<file path="config.mk">
export PLATFORM = sky130hd
export DESIGN_NAME = pwr_gate_ctrl
export DESIGN_NICKNAME = d
export VERILOG_FILES = /design/src/rtl/pgc_pkg.sv /design/src/rtl/pgc_sync.sv /design/src/rtl/pgc_wake_eval.sv /design/src/rtl/pgc_fsm.sv /design/src/rtl/pwr_gate_ctrl.sv
export SDC_FILE = /design/constraint.sdc
export NUM_CORES = 1
export LEC_CHECK = 0
export ABC_AREA = 1
export CORE_MARGIN = 2
export CORE_UTILIZATION = 37
export CTS_CLUSTER_DIAMETER = 50
export DETAILED_ROUTE_END_ITERATION = 8
export PLACE_DENSITY = 0.72
export SYNTH_ARGS = -nofsm -noshare
export SYNTH_HDL_FRONTEND = slang
export SYNTH_HIERARCHICAL = 1
export SYNTH_SLANG_ARGS = --single-unit
</file>
<file path="constraint.sdc">
create_clock -name clk -period 1.15 [get_ports clk]
set_input_delay 0.2875 -clock clk [delete_from_list [all_inputs] [get_ports clk]]
set_output_delay 0.2875 -clock clk [all_outputs]
set_load 0.02 [all_outputs]
</file>
<file path="src/rtl/pgc_pkg.sv">
package pgc_pkg;
    typedef enum logic [1:0] {
        ST_RUN   = 2'd0,
        ST_DRAIN = 2'd1,
        ST_PWRDN = 2'd2
    } pgc_state_t;
endpackage

</file>
<file path="src/rtl/pgc_sync.sv">
module pgc_sync #(
    parameter int WIDTH  = 1,
    parameter int STAGES = 2
) (
    input  logic             clk,
    input  logic             rst_n,
    input  logic [WIDTH-1:0] d_i,
    output logic [WIDTH-1:0] q_o
);
    localparam int LAST = STAGES - 1;

    logic [STAGES-1:0][WIDTH-1:0] chain_q;

    always_ff @(posedge clk or negedge rst_n) begin
        if (!rst_n) begin
            chain_q <= '0;
        end else begin
            chain_q <= {chain_q[STAGES-2:0], d_i};
        end
    end

    assign q_o = chain_q[LAST];
endmodule

</file>
<file path="src/rtl/pgc_wake_eval.sv">
module pgc_wake_eval #(
    parameter int NUM_PINS = 4
) (
    input  logic                nmi_s_i,
    input  logic [NUM_PINS-1:0] pins_s_i,
    input  logic [NUM_PINS-1:0] en_i,
    input  logic [NUM_PINS-1:0] pol_i,
    input  logic                sel_i,
    output logic                wake_act_o
);
    logic [NUM_PINS-1:0] hit;

    for (genvar p = 0; p < NUM_PINS; p++) begin : g_pin
        assign hit[p] = en_i[p] & (pins_s_i[p] ~^ pol_i[p]);
    end

    assign wake_act_o = sel_i ? (|hit) : nmi_s_i;
endmodule

</file>
<file path="src/rtl/pgc_fsm.sv">
module pgc_fsm
    import pgc_pkg::*;
(
    input  logic clk,
    input  logic rst_n,
    input  logic wdt_rst_i,
    input  logic pd_req_i,
    input  logic bus_busy_i,
    input  logic wake_act_i,
    output logic pd_active_o,
    output logic req_ignored_o
);
    pgc_state_t state_q, state_d;
    logic       drop_now;

    always_comb begin
        state_d  = state_q;
        drop_now = 1'b0;
        if (wdt_rst_i) begin
            state_d = ST_RUN;
        end else begin
            unique case (state_q)
                ST_RUN: begin
                    if (pd_req_i) state_d = ST_DRAIN;
                end
                ST_DRAIN: begin
                    if (!bus_busy_i) begin
                        if (wake_act_i) begin
                            state_d  = ST_RUN;
                            drop_now = 1'b1;
                        end else begin
                            state_d = ST_PWRDN;
                        end
                    end
                end
                ST_PWRDN: begin
                    if (wake_act_i) state_d = ST_RUN;
                end
                default: state_d = ST_RUN;
            endcase
        end
    end

    always_ff @(posedge clk or negedge rst_n) begin
        if (!rst_n) state_q <= ST_RUN;
        else        state_q <= state_d;
    end

    always_ff @(posedge clk or negedge rst_n) begin
        if (!rst_n) begin
            pd_active_o   <= 1'b0;
            req_ignored_o <= 1'b0;
        end else begin
            pd_active_o   <= (state_d == ST_PWRDN);
            req_ignored_o <= drop_now;
        end
    end

    assert_rise_from_drain_R2: assert property (@(posedge clk) disable iff (!rst_n)
        $rose(pd_active_o) |-> $past(state_q == ST_DRAIN && !bus_busy_i && !wake_act_i && !wdt_rst_i));

    assert_drop_single_pulse_R3: assert property (@(posedge clk) disable iff (!rst_n)
        req_ignored_o |=> !req_ignored_o);

    assert_outputs_exclusive_R4: assert property (@(posedge clk) disable iff (!rst_n)
        !(pd_active_o && req_ignored_o));

    assert_drain_holds_R6: assert property (@(posedge clk) disable iff (!rst_n)
        (state_q == ST_DRAIN && bus_busy_i && !wdt_rst_i)
        |=> (state_q == ST_DRAIN && !pd_active_o && !req_ignored_o));

    assert_sleep_holds_R7: assert property (@(posedge clk) disable iff (!rst_n)
        (state_q == ST_PWRDN && !wake_act_i && !wdt_rst_i) |=> pd_active_o);

    assert_wake_exits_R8: assert property (@(posedge clk) disable iff (!rst_n)
        (state_q == ST_PWRDN && wake_act_i) |=> !pd_active_o);

    assert_wdt_forces_run_R9: assert property (@(posedge clk) disable iff (!rst_n)
        wdt_rst_i |=> (state_q == ST_RUN && !pd_active_o && !req_ignored_o));
endmodule

</file>
<file path="src/rtl/pwr_gate_ctrl.sv">
module pwr_gate_ctrl #(
    parameter int NUM_PINS    = 4,
    parameter int SYNC_STAGES = 2
) (
    input  logic                clk,
    input  logic                rst_n,
    input  logic                wdt_rst,
    input  logic                pd_req,
    input  logic                bus_busy,
    input  logic                wake_sel,
    input  logic                nmi_in,
    input  logic [NUM_PINS-1:0] wake_pins,
    input  logic [NUM_PINS-1:0] wake_en,
    input  logic [NUM_PINS-1:0] wake_pol,
    output logic                pd_active,
    output logic                req_ignored
);
    localparam int SYNC_W = NUM_PINS + 1;

    logic [SYNC_W-1:0]   raw_in, sync_out;
    logic                nmi_s;
    logic [NUM_PINS-1:0] pins_s;
    logic                wake_act;

    assign raw_in = {nmi_in, wake_pins};
    assign nmi_s  = sync_out[SYNC_W-1];
    assign pins_s = sync_out[NUM_PINS-1:0];

    pgc_sync #(.WIDTH(SYNC_W), .STAGES(SYNC_STAGES)) u_sync (
        .clk   (clk),
        .rst_n (rst_n),
        .d_i   (raw_in),
        .q_o   (sync_out)
    );

    pgc_wake_eval #(.NUM_PINS(NUM_PINS)) u_eval (
        .nmi_s_i    (nmi_s),
        .pins_s_i   (pins_s),
        .en_i       (wake_en),
        .pol_i      (wake_pol),
        .sel_i      (wake_sel),
        .wake_act_o (wake_act)
    );

    pgc_fsm u_fsm (
        .clk           (clk),
        .rst_n         (rst_n),
        .wdt_rst_i     (wdt_rst),
        .pd_req_i      (pd_req),
        .bus_busy_i    (bus_busy),
        .wake_act_i    (wake_act),
        .pd_active_o   (pd_active),
        .req_ignored_o (req_ignored)
    );
endmodule

</file>
==> flow_metrics.py, run 1 <==
metrics = {
    "critical_path": {
        "worst_r2r_startpoint": "u_sync/q_o[3]$_DFF_PN0_",
        "critical_path_arrival_ns": 1.33,
        "r2r_cells": 9,
        "end_of_the_worst_register_to_register_path": "u_fsm/state_q[1]$_DFF_PN0_",
        "worstSetupStartpointType": "flip-flop",
        "setup.worst_path.end": "u_fsm/state_q[1]$_DFF_PN0_",
        "critPathCaptureType": "flip-flop",
        "cp_max_fo": 2,
        "cp-startpoint": "u_sync/q_o[3]$_DFF_PN0_",
        "reg2reg_setup_slack_ns": 0.02,
        "required_time_of_the_critical_path_ns": 1.35,
        "criticalPathCategory": "flip-flop to flip-flop",
    },
    "logic_synthesis": {
        "yosys_warnings": 6,
        "synth_top_cells_by_area": "sky130_fd_sc_hd__dfrtp_1, sky130_fd_sc_hd__nand2_1, sky130_fd_sc_hd__buf_4",
        "synth_cell_types": 9,
        "post-synth-top-area-fraction_pct": 63.3,
        "dominantRegCellSynth": "sky130_fd_sc_hd__dfrtp_1",
        "ys_ff_latch": 14,
        "syn-mean-instance-area_sq_um": 9.37,
        "number_of_flops_mapped_to_enable_cells_by_yosys": 0,
        "yosysSeqAreaShare_pct": 63.3,
        "synthMostInstantiatedCell": "sky130_fd_sc_hd__dfrtp_1",
        "post_synth_most_frequent_cells": "sky130_fd_sc_hd__dfrtp_1, sky130_fd_sc_hd__nand2_1, sky130_fd_sc_hd__inv_1",
        "synth_top_area_cell": "sky130_fd_sc_hd__dfrtp_1",
        "async_reset_ff_share_pct": 100,
        "mappedNetlistArea_sq_um": 553,
        "synth_fp_nets": 78,
        "synthesis.instances": 59,
    },
    "sta": {
        "setup-violations-final": 0,
        "worst_clock_skew_ns": 0.00278,
        "post-route-period-util_pct": 98.0,
        "timing.setup.tns_ns": 0,
        "hold_viol": 0,
        "unrepaired_setup_endpoints_after_global_routing": "yes",
        "min_period_ns": 1.13,
        "drv_slew": 0,
        "minimum_hold_slack_ns": 0.318,
        "maxClockFrequency_mhz": 887,
        "slew_headroom_pct": 88.6,
        "tightest_slew_ns": 0.171,
    },
    "die": {
        "placementRows": 13,
        "floorplan.die.height_um": 42.7,
        "dieWidth_um": 42.7,
        "io-pin-count": 21,
        "start_util_pct": 41.0,
        "core_area_sq_um": 1350,
        "die-area_sq_um": 1820,
    },
    "power": {
        "intPower_mw": 0.779,
        "clock_power_share_pct": 33.5,
        "power.switching_fraction_pct": 20.1,
        "max-vdd-ir-drop_mv": 0.660,
        "power.density_cell_area_nw_per_um2": 1250,
        "p_leak_nw": 0.407,
        "p_sw_mw": 0.196,
        "power_frac_seq_pct": 53.9,
        "combinationalPowerShare_pct": 12.6,
    },
    "cts": {
        "cts_max_path_buffers": 2,
        "cts.sink_count": 14,
        "htree_levels": 1,
        "tritoncts_clock_tree": "yes",
        "tritoncts.num_buffers": 3,
        "clock_latency_late_sink_ns": 0.26,
        "post-cts-setup-buffers": 0,
        "clock_pin_slew_on_the_worst_setup_and_hold_paths_ns": 0.08,
        "cts_root_buf": "sky130_fd_sc_hd__clkbuf_4",
    },
    "detailed_routing": {
        "drt_iter0_markers": 6,
        "detail_route.drc_violations": 0,
        "dr.pass1.iters": 4,
        "routed_wirelength_um": 881,
        "wire_per_inst_um": 9.37,
        "ant_nets": 0,
        "detailroute.via_count": 399,
        "detail_route.vias_per_cell": 4.24,
    },
    "global_routing": {
        "antenna_found_initial": 0,
        "via_count_of_the_first_global_routing_pass": 360,
        "grt_remaining_overflow": 0,
        "grt_start_max_net_pins": 15,
        "grt_pass1_wl_um": 1370,
        "grt_usage_pct": 10.3,
    },
    "layout": {
        "final_cells": 94,
        "areaGrowthSynthToFinish_pct": 41.0,
        "layout.filler_cells": 123,
        "drive_gt1_share_pct": 13.9,
        "final_core_util_pct": 57.7,
        "fin_nets": 99,
        "antennaDiodeCount": 0,
    },
    "flow_run": {
        "max_cap_violations": 0,
    },
    "placement": {
        "routability_congestion_estimate": 0.637,
        "dp_cells": 90,
        "port-buffer-count": 20,
        "post-dp-hpwl_um": 650,
    },
    "hold_path": {
        "hold_path.class": "primary input to asynchronous set/reset pin",
    },
    "run_status": {
        "outcome": "finished clean",
    },
}
power groups by stage:
stage,sequential (mW),clock [mW],combinational [mW]
after floorplan,0.534,0,0.0513
after global placement,0.534,0,0.122
after detailed placement,0.536,0,0.124
after CTS,0.526,0.339,0.120
after global routing,0.528,0.363,0.137
final,0.525,0.327,0.123
final cells by class:
class	count	area, sq um	share of cell area [%]
Clock buffer	4	36.3	4.65
Inverter	10	37.5	4.82
Multi-Input combinational cell	30	140	18.0
Sequential cell	14	350	44.9
Tap cell	15	18.8	2.41
Timing Repair Buffer	21	196	25.2
worst max-delay path: stages (launching register included):
cell,delay (ns)
sky130_fd_sc_hd__dfrtp_1,0.38
sky130_fd_sc_hd__inv_1,0.05
sky130_fd_sc_hd__nand2_1,0.06
sky130_fd_sc_hd__nand3_1,0.10
sky130_fd_sc_hd__nand3_2,0.06
sky130_fd_sc_hd__nor2_1,0.10
sky130_fd_sc_hd__nor2_1,0.06
sky130_fd_sc_hd__nor2_1,0.09
sky130_fd_sc_hd__nand2_1,0.07
sky130_fd_sc_hd__nor2_1,0.10
stage by stage:
step	cell area [sq um]	power, mW	worst slack (ns)
5_1_grt	779	1.03	-0.135
4_1_cts	764	0.985	0.0119
2_1_floorplan	553	0.585	0.0514
3_3_place_gp	742	0.656	-0.327
6_report	779	0.976	0.0231
3_5_place_dp	742	0.660	-0.328
cells by family after synthesis:
kind of cell / Yosys count / synth area share (%)
AO/OA/AOI/OAI: 2 / 2.49
flip-flops: 14 / 63.3
buffers and inverters: 15 / 13.6
AND/OR/NAND/NOR: 28 / 20.6
sequential cells by signal, summed over array words and instances (netlist names):
| signal | flops |
|---|---|
| u_fsm/pd_active_o | 1 |
| u_fsm/state_q | 2 |
| u_sync/q_o | 5 |
| u_fsm/req_ignored_o | 1 |
| u_sync/chain_q | 5 |
worst min-delay path by stage:
stage,cells past startpoint,slack [ns],from,endpoint
2_1_floorplan,0,-0.008,rst_n,u_fsm/pd_active_o$_DFF_PN0_
3_3_place_gp,0,0.33,u_sync/chain_q[0]$_DFF_PN0_,u_sync/q_o[0]$_DFF_PN0_
3_5_place_dp,0,0.34,u_sync/chain_q[3]$_DFF_PN0_,u_sync/q_o[3]$_DFF_PN0_
4_1_cts,2,0.31,rst_n,u_fsm/state_q[0]$_DFF_PN0_
5_1_grt,2,0.33,rst_n,u_sync/chain_q[0]$_DFF_PN0_
6_report,2,0.32,rst_n,u_fsm/req_ignored_o$_DFF_PN0_
cells in the final DEF (no fill, tap or decap), drive strengths merged:
master / n
clkbuf: 4
nand3: 5
or2: 1
inv: 10
o21ai: 1
dfrtp: 14
nand2: 13
clkdlybuf4s50: 14
dlygate4sd2: 3
nor2: 9
dlymetal6s2s: 1
a21oi: 1
buf: 3
repair_timing:
action | 4_1_cts | 5_1_grt
hold buffers | 0 | 0
setup endpoints to repair | 5 | 3
resized for setup | 11 | 4
pin swaps | 7 | 6
layer usage:
metal	vias up	track usage (%)	routed length (um)
met5	-	0	0
met4	0	5.63	13
met3	2	4.26	69
met2	12	16.1	422
met1	174	11.9	376
li1	211	-	-
Power figures use the tool's default switching activity.
==> run 2, diff against run 1 <==
--- a/config.mk
+++ b/config.mk
@@ -11,6 +11,7 @@
 export CTS_CLUSTER_DIAMETER = 50
 export DETAILED_ROUTE_END_ITERATION = 8
 export PLACE_DENSITY = 0.72
+export SKIP_LAST_GASP = 1
 export SYNTH_ARGS = -nofsm -noshare
 export SYNTH_HDL_FRONTEND = slang
 export SYNTH_HIERARCHICAL = 1
==> run 2 against run 1 <==
Maximum frequency barely moved. Final area did not move. Final cell count did not move. Die area did not move. Worst hold slack barely moved. Count of clock-buffer cells in the layout did not move. First-iteration DRC count did not move. Global-route usage fell by 0.090 points. Critical path type unchanged. Highest routed layer unchanged.
==> flow_metrics.py, run 2 (synthesis results as in run 1) <==
metrics = {
    "detailed_routing": {
        "detail_route.drc_violations": 0,
        "drt_iter0_markers": 6,
        "detail_route.vias_per_cell": 4.24,
        "detailroute.via_count": 399,
        "ant_nets": 0,
        "wire_per_inst_um": 9.38,
        "routed_wirelength_um": 882,
        "dr.pass1.iters": 4,
    },
    "cts": {
        "tritoncts.num_buffers": 3,
        "cts_max_path_buffers": 2,
        "clock_pin_slew_on_the_worst_setup_and_hold_paths_ns": 0.08,
        "cts.sink_count": 14,
        "cts_root_buf": "sky130_fd_sc_hd__clkbuf_4",
        "clock_latency_late_sink_ns": 0.26,
        "htree_levels": 1,
        "tritoncts_clock_tree": "yes",
    },
    "global_routing": {
        "via_count_of_the_first_global_routing_pass": 358,
        "global_route.usage.met1_pct": 11.6,
        "gr-usage-met3_pct": 4.26,
        "grt-busiest-layer": "met2",
        "grt_pass1_wl_um": 1350,
        "grt_remaining_overflow": 0,
        "antenna_found_initial": 0,
        "grt_start_max_net_pins": 15,
        "grt.met2_usage_pct": 16.1,
        "grt_usage_pct": 10.2,
    },
    "power": {
        "intPower_mw": 0.779,
        "power_frac_seq_pct": 53.9,
        "p_sw_mw": 0.196,
        "combinationalPowerShare_pct": 12.6,
        "power.density_cell_area_nw_per_um2": 1250,
        "p_leak_nw": 0.407,
        "report.power.total_mw": 0.975,
        "max-vdd-ir-drop_mv": 0.660,
        "clock_power_share_pct": 33.5,
        "power.switching_fraction_pct": 20.1,
    },
    "sta": {
        "drv_slew": 0,
        "worst_clock_skew_ns": 0.00272,
        "maxClockFrequency_mhz": 887,
        "min_period_ns": 1.13,
        "unrepaired_setup_endpoints_after_global_routing": "yes",
        "post-route-period-util_pct": 98.0,
        "slew_headroom_pct": 88.6,
        "finalWorstSetupSlack_ns": 0.0230,
        "setup-violations-final": 0,
        "tightest_slew_ns": 0.171,
        "hold_viol": 0,
    },
    "critical_path": {
        "worstSetupStartpointType": "flip-flop",
        "critPathCaptureType": "flip-flop",
        "cp_max_fo": 2,
        "path_buf_inv": 1,
        "critPathTopFamily": "simple AND/OR/NAND/NOR gates",
        "cp-startpoint": "u_sync/q_o[3]$_DFF_PN0_",
        "worst_r2r_startpoint": "u_sync/q_o[3]$_DFF_PN0_",
        "path_common_cell": "sky130_fd_sc_hd__nor2_1",
        "required_time_of_the_critical_path_ns": 1.35,
        "timing.critical_path.slowest_cell_delay_ns": 0.38,
        "critical_path_arrival_ns": 1.33,
        "crit_chain": "inv_1, nand2_1, nand3_1, nand3_2, nor2_1, nor2_1, nor2_1, nand2_1, nor2_1",
        "reg2reg_setup_slack_ns": 0.02,
        "criticalPathCategory": "flip-flop to flip-flop",
        "crit_slowest_cell": "sky130_fd_sc_hd__dfrtp_1",
    },
    "placement": {
        "preCtsSetupSlack_ns": -0.328,
        "post-dp-hpwl_um": 650,
        "port-buffer-count": 20,
        "placed_area_sq_um": 742,
        "dp_cells": 90,
        "routability_congestion_estimate": 0.637,
    },
    "die": {
        "dieWidth_um": 42.7,
        "core_area_sq_um": 1350,
        "start_util_pct": 41.0,
        "io-pin-count": 21,
        "floorplan.die.height_um": 42.7,
        "placementRows": 13,
        "die-area_sq_um": 1820,
    },
    "layout": {
        "fin_nets": 99,
        "areaGrowthSynthToFinish_pct": 41.0,
        "drive_gt1_share_pct": 13.9,
        "final_cells": 94,
        "layout_common_cells": "sky130_fd_sc_hd__clkdlybuf4s50_1, sky130_fd_sc_hd__dfrtp_1, sky130_fd_sc_hd__nand2_1",
        "antennaDiodeCount": 0,
        "fin_area_sq_um": 779,
    },
    "run_status": {
        "outcome": "finished clean",
    },
    "flow_run": {
        "max_cap_violations": 0,
    },
    "hold_path": {
        "hold_path.class": "primary input to asynchronous set/reset pin",
    },
}
run 2: cell counts in the layout (fill, tap and decap cells not counted):
No cell type changed its count.
run 2: area by class of cell:
type / instances / area [sq um]
sequential: 14 / 350
timing repair buffer: 21 / 196
fill: 124 / 571
multi-input combinational: 30 / 140
clock buffer: 4 / 36.3
tap: 15 / 18.8
inverter: 10 / 37.5
run 2: path summary, 6_finish.rpt:
check / endpoint / cells after the start
min in group clk: u_sync/q_o[3]$_DFF_PN0_ / 0
min reg2reg: u_sync/q_o[3]$_DFF_PN0_ / 0
max in group asynchronous: u_sync/q_o[0]$_DFF_PN0_ / 2
min: u_fsm/req_ignored_o$_DFF_PN0_ / 2
max: u_fsm/state_q[1]$_DFF_PN0_ / 9
max reg2reg: u_fsm/state_q[1]$_DFF_PN0_ / 9
run 2: repair_timing:
action	in CTS	in global routing
pin swaps	7	6
setup buffers	0	0
resized for setup	10	5
endpoints found under the setup margin	5	4
hold buffers	0	0
run 2: routing by layer:
metal	share of wire (%)	wire, um
met3	7.8	69
met1	43	377
met4	1.5	13
met2	48	422
met5	0	0
run 2: worst reg2reg max path, stage by stage (launching register included):
cell and delay, ns:
sky130_fd_sc_hd__dfrtp_1 0.38, sky130_fd_sc_hd__inv_1 0.05, sky130_fd_sc_hd__nand2_1 0.06, sky130_fd_sc_hd__nand3_1 0.10
sky130_fd_sc_hd__nand3_2 0.06, sky130_fd_sc_hd__nor2_1 0.10, sky130_fd_sc_hd__nor2_1 0.06, sky130_fd_sc_hd__nor2_1 0.09
sky130_fd_sc_hd__nand2_1 0.07, sky130_fd_sc_hd__nor2_1 0.10
run 2: through the flow:
step                      hold WS [ns]  utilization, %  TNS [ns]
final                            0.318            57.7         0
after global routing             0.327            57.7    -0.240
after CTS                        0.312            57.1   -0.0340
after detailed placement         0.336            55.0     -1.03
after global placement           0.332            55.0    -0.994
after floorplan               -0.00809               -         0
run 2: power groups by stage:
stage	Clock (mW)	Sequential [mW]	Combinational (mW)
2_1_floorplan	0	0.534	0.0513
3_3_place_gp	0	0.534	0.122
3_5_place_dp	0	0.536	0.124
4_1_cts	0.339	0.526	0.120
5_1_grt	0.363	0.528	0.137
6_report	0.327	0.525	0.123
==> run 3, diff against run 2 <==
--- a/config.mk
+++ b/config.mk
@@ -5,12 +5,11 @@
 export SDC_FILE = /design/constraint.sdc
 export NUM_CORES = 1
 export LEC_CHECK = 0
-export ABC_AREA = 1
 export CORE_MARGIN = 2
-export CORE_UTILIZATION = 37
+export CORE_UTILIZATION = 35
 export CTS_CLUSTER_DIAMETER = 50
 export DETAILED_ROUTE_END_ITERATION = 8
-export PLACE_DENSITY = 0.72
+export PLACE_DENSITY = 0.7
 export SKIP_LAST_GASP = 1
 export SYNTH_ARGS = -nofsm -noshare
 export SYNTH_HDL_FRONTEND = slang
==> run 3 against run 2 <==
Largest power group unchanged. First-iteration DRC count down 83%. Largest cell class unchanged. Routed wire length down 8.4%. Utilization down 1.7 points. Final area down 5.3%. Critical endpoint unchanged. Worst hold slack better by 0.0020 ns. Sequential share of layout area up 2.5 points. The flow now finishes with violations (setup timing). Area after synthesis down 9.0%. Sequential power about the same. Final cell count down 23%. Setup slack worse by 0.12 ns. Global-route usage up 1.1 points. Clock power down 26%.
==> flow_metrics.py, run 3 <==
metrics = {
    "run_status": {
        "outcome": "finished with violations",
        "failed_checks": "setup timing",
    },
    "cts": {
        "clock_latency_late_sink_ns": 0.26,
        "tritoncts.num_buffers": 3,
        "postCtsHoldBufs": 0,
        "htree_levels": 1,
        "cts_max_path_buffers": 2,
        "tritoncts_clock_tree": "yes",
        "cts.sink_count": 14,
        "clock_pin_slew_on_the_worst_setup_and_hold_paths_ns": 0.07,
        "cts_root_buf": "sky130_fd_sc_hd__clkbuf_4",
    },
    "sta": {
        "slew_headroom_pct": 83.6,
        "maxClockFrequency_mhz": 803,
        "worst_clock_skew_ns": 0.00145,
        "post-route-period-util_pct": 108,
        "unrepaired_setup_endpoints_after_global_routing": "yes",
        "min_period_ns": 1.25,
        "hold_viol": 0,
        "tightest_slew_ns": 0.245,
        "setup-violations-final": 3,
        "drv_slew": 0,
        "finalWorstSetupSlack_ns": -0.0957,
    },
    "layout": {
        "final_core_util_pct": 56.0,
        "area_of_the_multi_input_gates_sq_um": 131,
        "layout_common_cells": "sky130_fd_sc_hd__clkdlybuf4s50_1, sky130_fd_sc_hd__dfrtp_1, sky130_fd_sc_hd__dlygate4sd2_1, sky130_fd_sc_hd__buf_4, sky130_fd_sc_hd__xnor2_1",
        "areaGrowthSynthToFinish_pct": 46.8,
        "fin_nets": 78,
        "antennaDiodeCount": 0,
        "final-seq-area_sq_um": 350,
        "layout.filler_cells": 122,
        "drive_gt1_share_pct": 21.1,
    },
    "die": {
        "dieWidth_um": 41.9,
        "core_area_sq_um": 1320,
        "placementRows": 13,
        "die-area_sq_um": 1760,
        "floorplan.die.height_um": 41.9,
        "io-pin-count": 21,
        "start_util_pct": 38.2,
    },
    "detailed_routing": {
        "detail_route.vias_per_cell": 4.51,
        "detail_route.drc_violations": 0,
        "dr.pass1.iters": 2,
        "wire_per_inst_um": 11.2,
        "detailroute.via_count": 325,
        "routed_wirelength_um": 808,
        "ant_nets": 0,
        "drt_iter0_markers": 1,
    },
    "logic_synthesis": {
        "synthesis.instances": 35,
        "synth_top_cells_by_area": "sky130_fd_sc_hd__dfrtp_1, sky130_fd_sc_hd__buf_4, sky130_fd_sc_hd__xnor2_1",
        "yosysSeqAreaShare_pct": 69.7,
        "ys_ff_latch": 14,
        "synth_top_area_cell": "sky130_fd_sc_hd__dfrtp_1",
        "synth_cell_types": 13,
        "mappedNetlistArea_sq_um": 503,
        "async_reset_ff_share_pct": 100,
        "post_synth_most_frequent_cells": "sky130_fd_sc_hd__dfrtp_1, sky130_fd_sc_hd__buf_4, sky130_fd_sc_hd__xnor2_1",
        "number_of_flops_mapped_to_enable_cells_by_yosys": 0,
        "dominantRegCellSynth": "sky130_fd_sc_hd__dfrtp_1",
        "yosys_warnings": 6,
        "syn-mean-instance-area_sq_um": 14.4,
        "synth_fp_nets": 54,
        "synthMostInstantiatedCell": "sky130_fd_sc_hd__dfrtp_1",
        "post-synth-top-area-fraction_pct": 69.7,
    },
    "global_routing": {
        "grt_pass1_wl_um": 1470,
        "grt_usage_pct": 11.3,
        "antenna_found_initial": 0,
        "grt_start_max_net_pins": 15,
        "via_count_of_the_first_global_routing_pass": 349,
        "grt_remaining_overflow": 0,
    },
    "hold_path": {
        "hold_path.class": "primary input to asynchronous set/reset pin",
    },
    "placement": {
        "post-dp-hpwl_um": 624,
        "port-buffer-count": 20,
        "routability_congestion_estimate": 0.730,
    },
    "critical_path": {
        "critical_path_arrival_ns": 1.42,
        "critPathCaptureType": "flip-flop",
        "cp_max_fo": 2,
        "criticalPathCategory": "flip-flop to flip-flop",
        "required_time_of_the_critical_path_ns": 1.33,
        "worstSetupStartpointType": "flip-flop",
    },
    "power": {
        "max-vdd-ir-drop_mv": 0.741,
        "report.power.total_mw": 0.892,
        "power.density_cell_area_nw_per_um2": 1210,
        "p_leak_nw": 0.320,
    },
    "flow_run": {
        "max_cap_violations": 0,
    },
}
-- run 3: changes by cell type after synthesis, moves of 2 or more --
cell and delta:
sky130_fd_sc_hd__nand3_1 -5, sky130_fd_sc_hd__a22oi_1 +2, sky130_fd_sc_hd__inv_1 -10, sky130_fd_sc_hd__a211oi_1 +2, sky130_fd_sc_hd__nand2_1 -12, sky130_fd_sc_hd__nor2_1 -8, sky130_fd_sc_hd__xnor2_1 +4
-- run 3: kinds of logic (layout without fill, tap and decap cells) --
| logic type | after synthesis | count (layout) | share of synthesized area [%] |
|---|---|---|---|
| flip-flops | 14 | 14 | 69.7 |
| AND/OR/NAND/NOR | 6 | 6 | 6.72 |
| AO/OA/AOI/OAI | 5 | 5 | 7.21 |
| buffers and inverters | 5 | 27 | 7.46 |
| XOR/XNOR | 4 | 4 | 6.96 |
| multiplexers | 1 | 1 | 1.99 |
-- run 3: worst max-delay path, cell delays in order (launching register included) --
cell                       delay [ns]
sky130_fd_sc_hd__dfrtp_1         0.38
sky130_fd_sc_hd__xnor2_1         0.12
sky130_fd_sc_hd__a22oi_1         0.20
sky130_fd_sc_hd__a31oi_1         0.15
sky130_fd_sc_hd__buf_4           0.17
sky130_fd_sc_hd__a211oi_2        0.15
-- run 3: metal layers --
| metal | share of wire (%) | vias to the layer above | global-route usage (%) | routed length, um |
|---|---|---|---|---|
| li1 | - | 161 | - | - |
| met1 | 41 | 149 | 13.0 | 328 |
| met2 | 50 | 15 | 16.6 | 403 |
| met3 | 9.3 | 0 | 5.22 | 75 |
| met4 | 0 | 0 | 7.74 | 0 |
| met5 | 0 | - | 0 | 0 |
-- run 3: power by group --
group	internal [mW]	switching, mW
logic	0.0806	0.0445
registers	0.515	0.00888
clock network	0.121	0.123
-- run 3: through the flow --
step           hold WS [ns]  worst slack (ns)  cells  setup TNS (ns)  cell area, sq um
5_1_grt               0.345            -0.214     72          -0.568               738
2_1_floorplan      -0.00809           -0.0618     35         -0.0618               503
3_3_place_gp          0.334            -0.424     68           -1.21               707
4_1_cts               0.310            -0.153     72          -0.437               736
6_report              0.320           -0.0957     72          -0.267               738
3_5_place_dp          0.337            -0.454     68           -1.35               707
-- run 3: timing repair --
item,4_1_cts,5_1_grt
cloned,0,0
resized for setup,11,3
setup endpoints to repair,5,4
pin swaps,9,6
buffers inserted,1,0
-- run 3: cell type report --
type / count / area share, %
timing repair buffer: 24 / 29.2
multi-input combinational: 16 / 17.8
sequential: 14 / 47.5
tap: 15 / 2.54
clock buffer: 3 / 3.05
-- run 3: path summary, 6_finish.rpt --
kind | start | endpoint | slack (ns) | depth (start not counted)
worst min register to register | u_sync/chain_q[4]$_DFF_PN0_ | u_sync/q_o[4]$_DFF_PN0_ | 0.35 | 0
worst max register to register | u_sync/q_o[3]$_DFF_PN0_ | u_fsm/state_q[1]$_DFF_PN0_ | -0.1 | 5
worst min-delay path | rst_n | u_sync/chain_q[3]$_DFF_PN0_ | 0.32 | 2
worst max-delay path | u_sync/q_o[3]$_DFF_PN0_ | u_fsm/state_q[1]$_DFF_PN0_ | -0.1 | 5
min in group clk | u_sync/chain_q[4]$_DFF_PN0_ | u_sync/q_o[4]$_DFF_PN0_ | 0.35 | 0
max in group asynchronous | rst_n | u_sync/q_o[1]$_DFF_PN0_ | 0.67 | 2
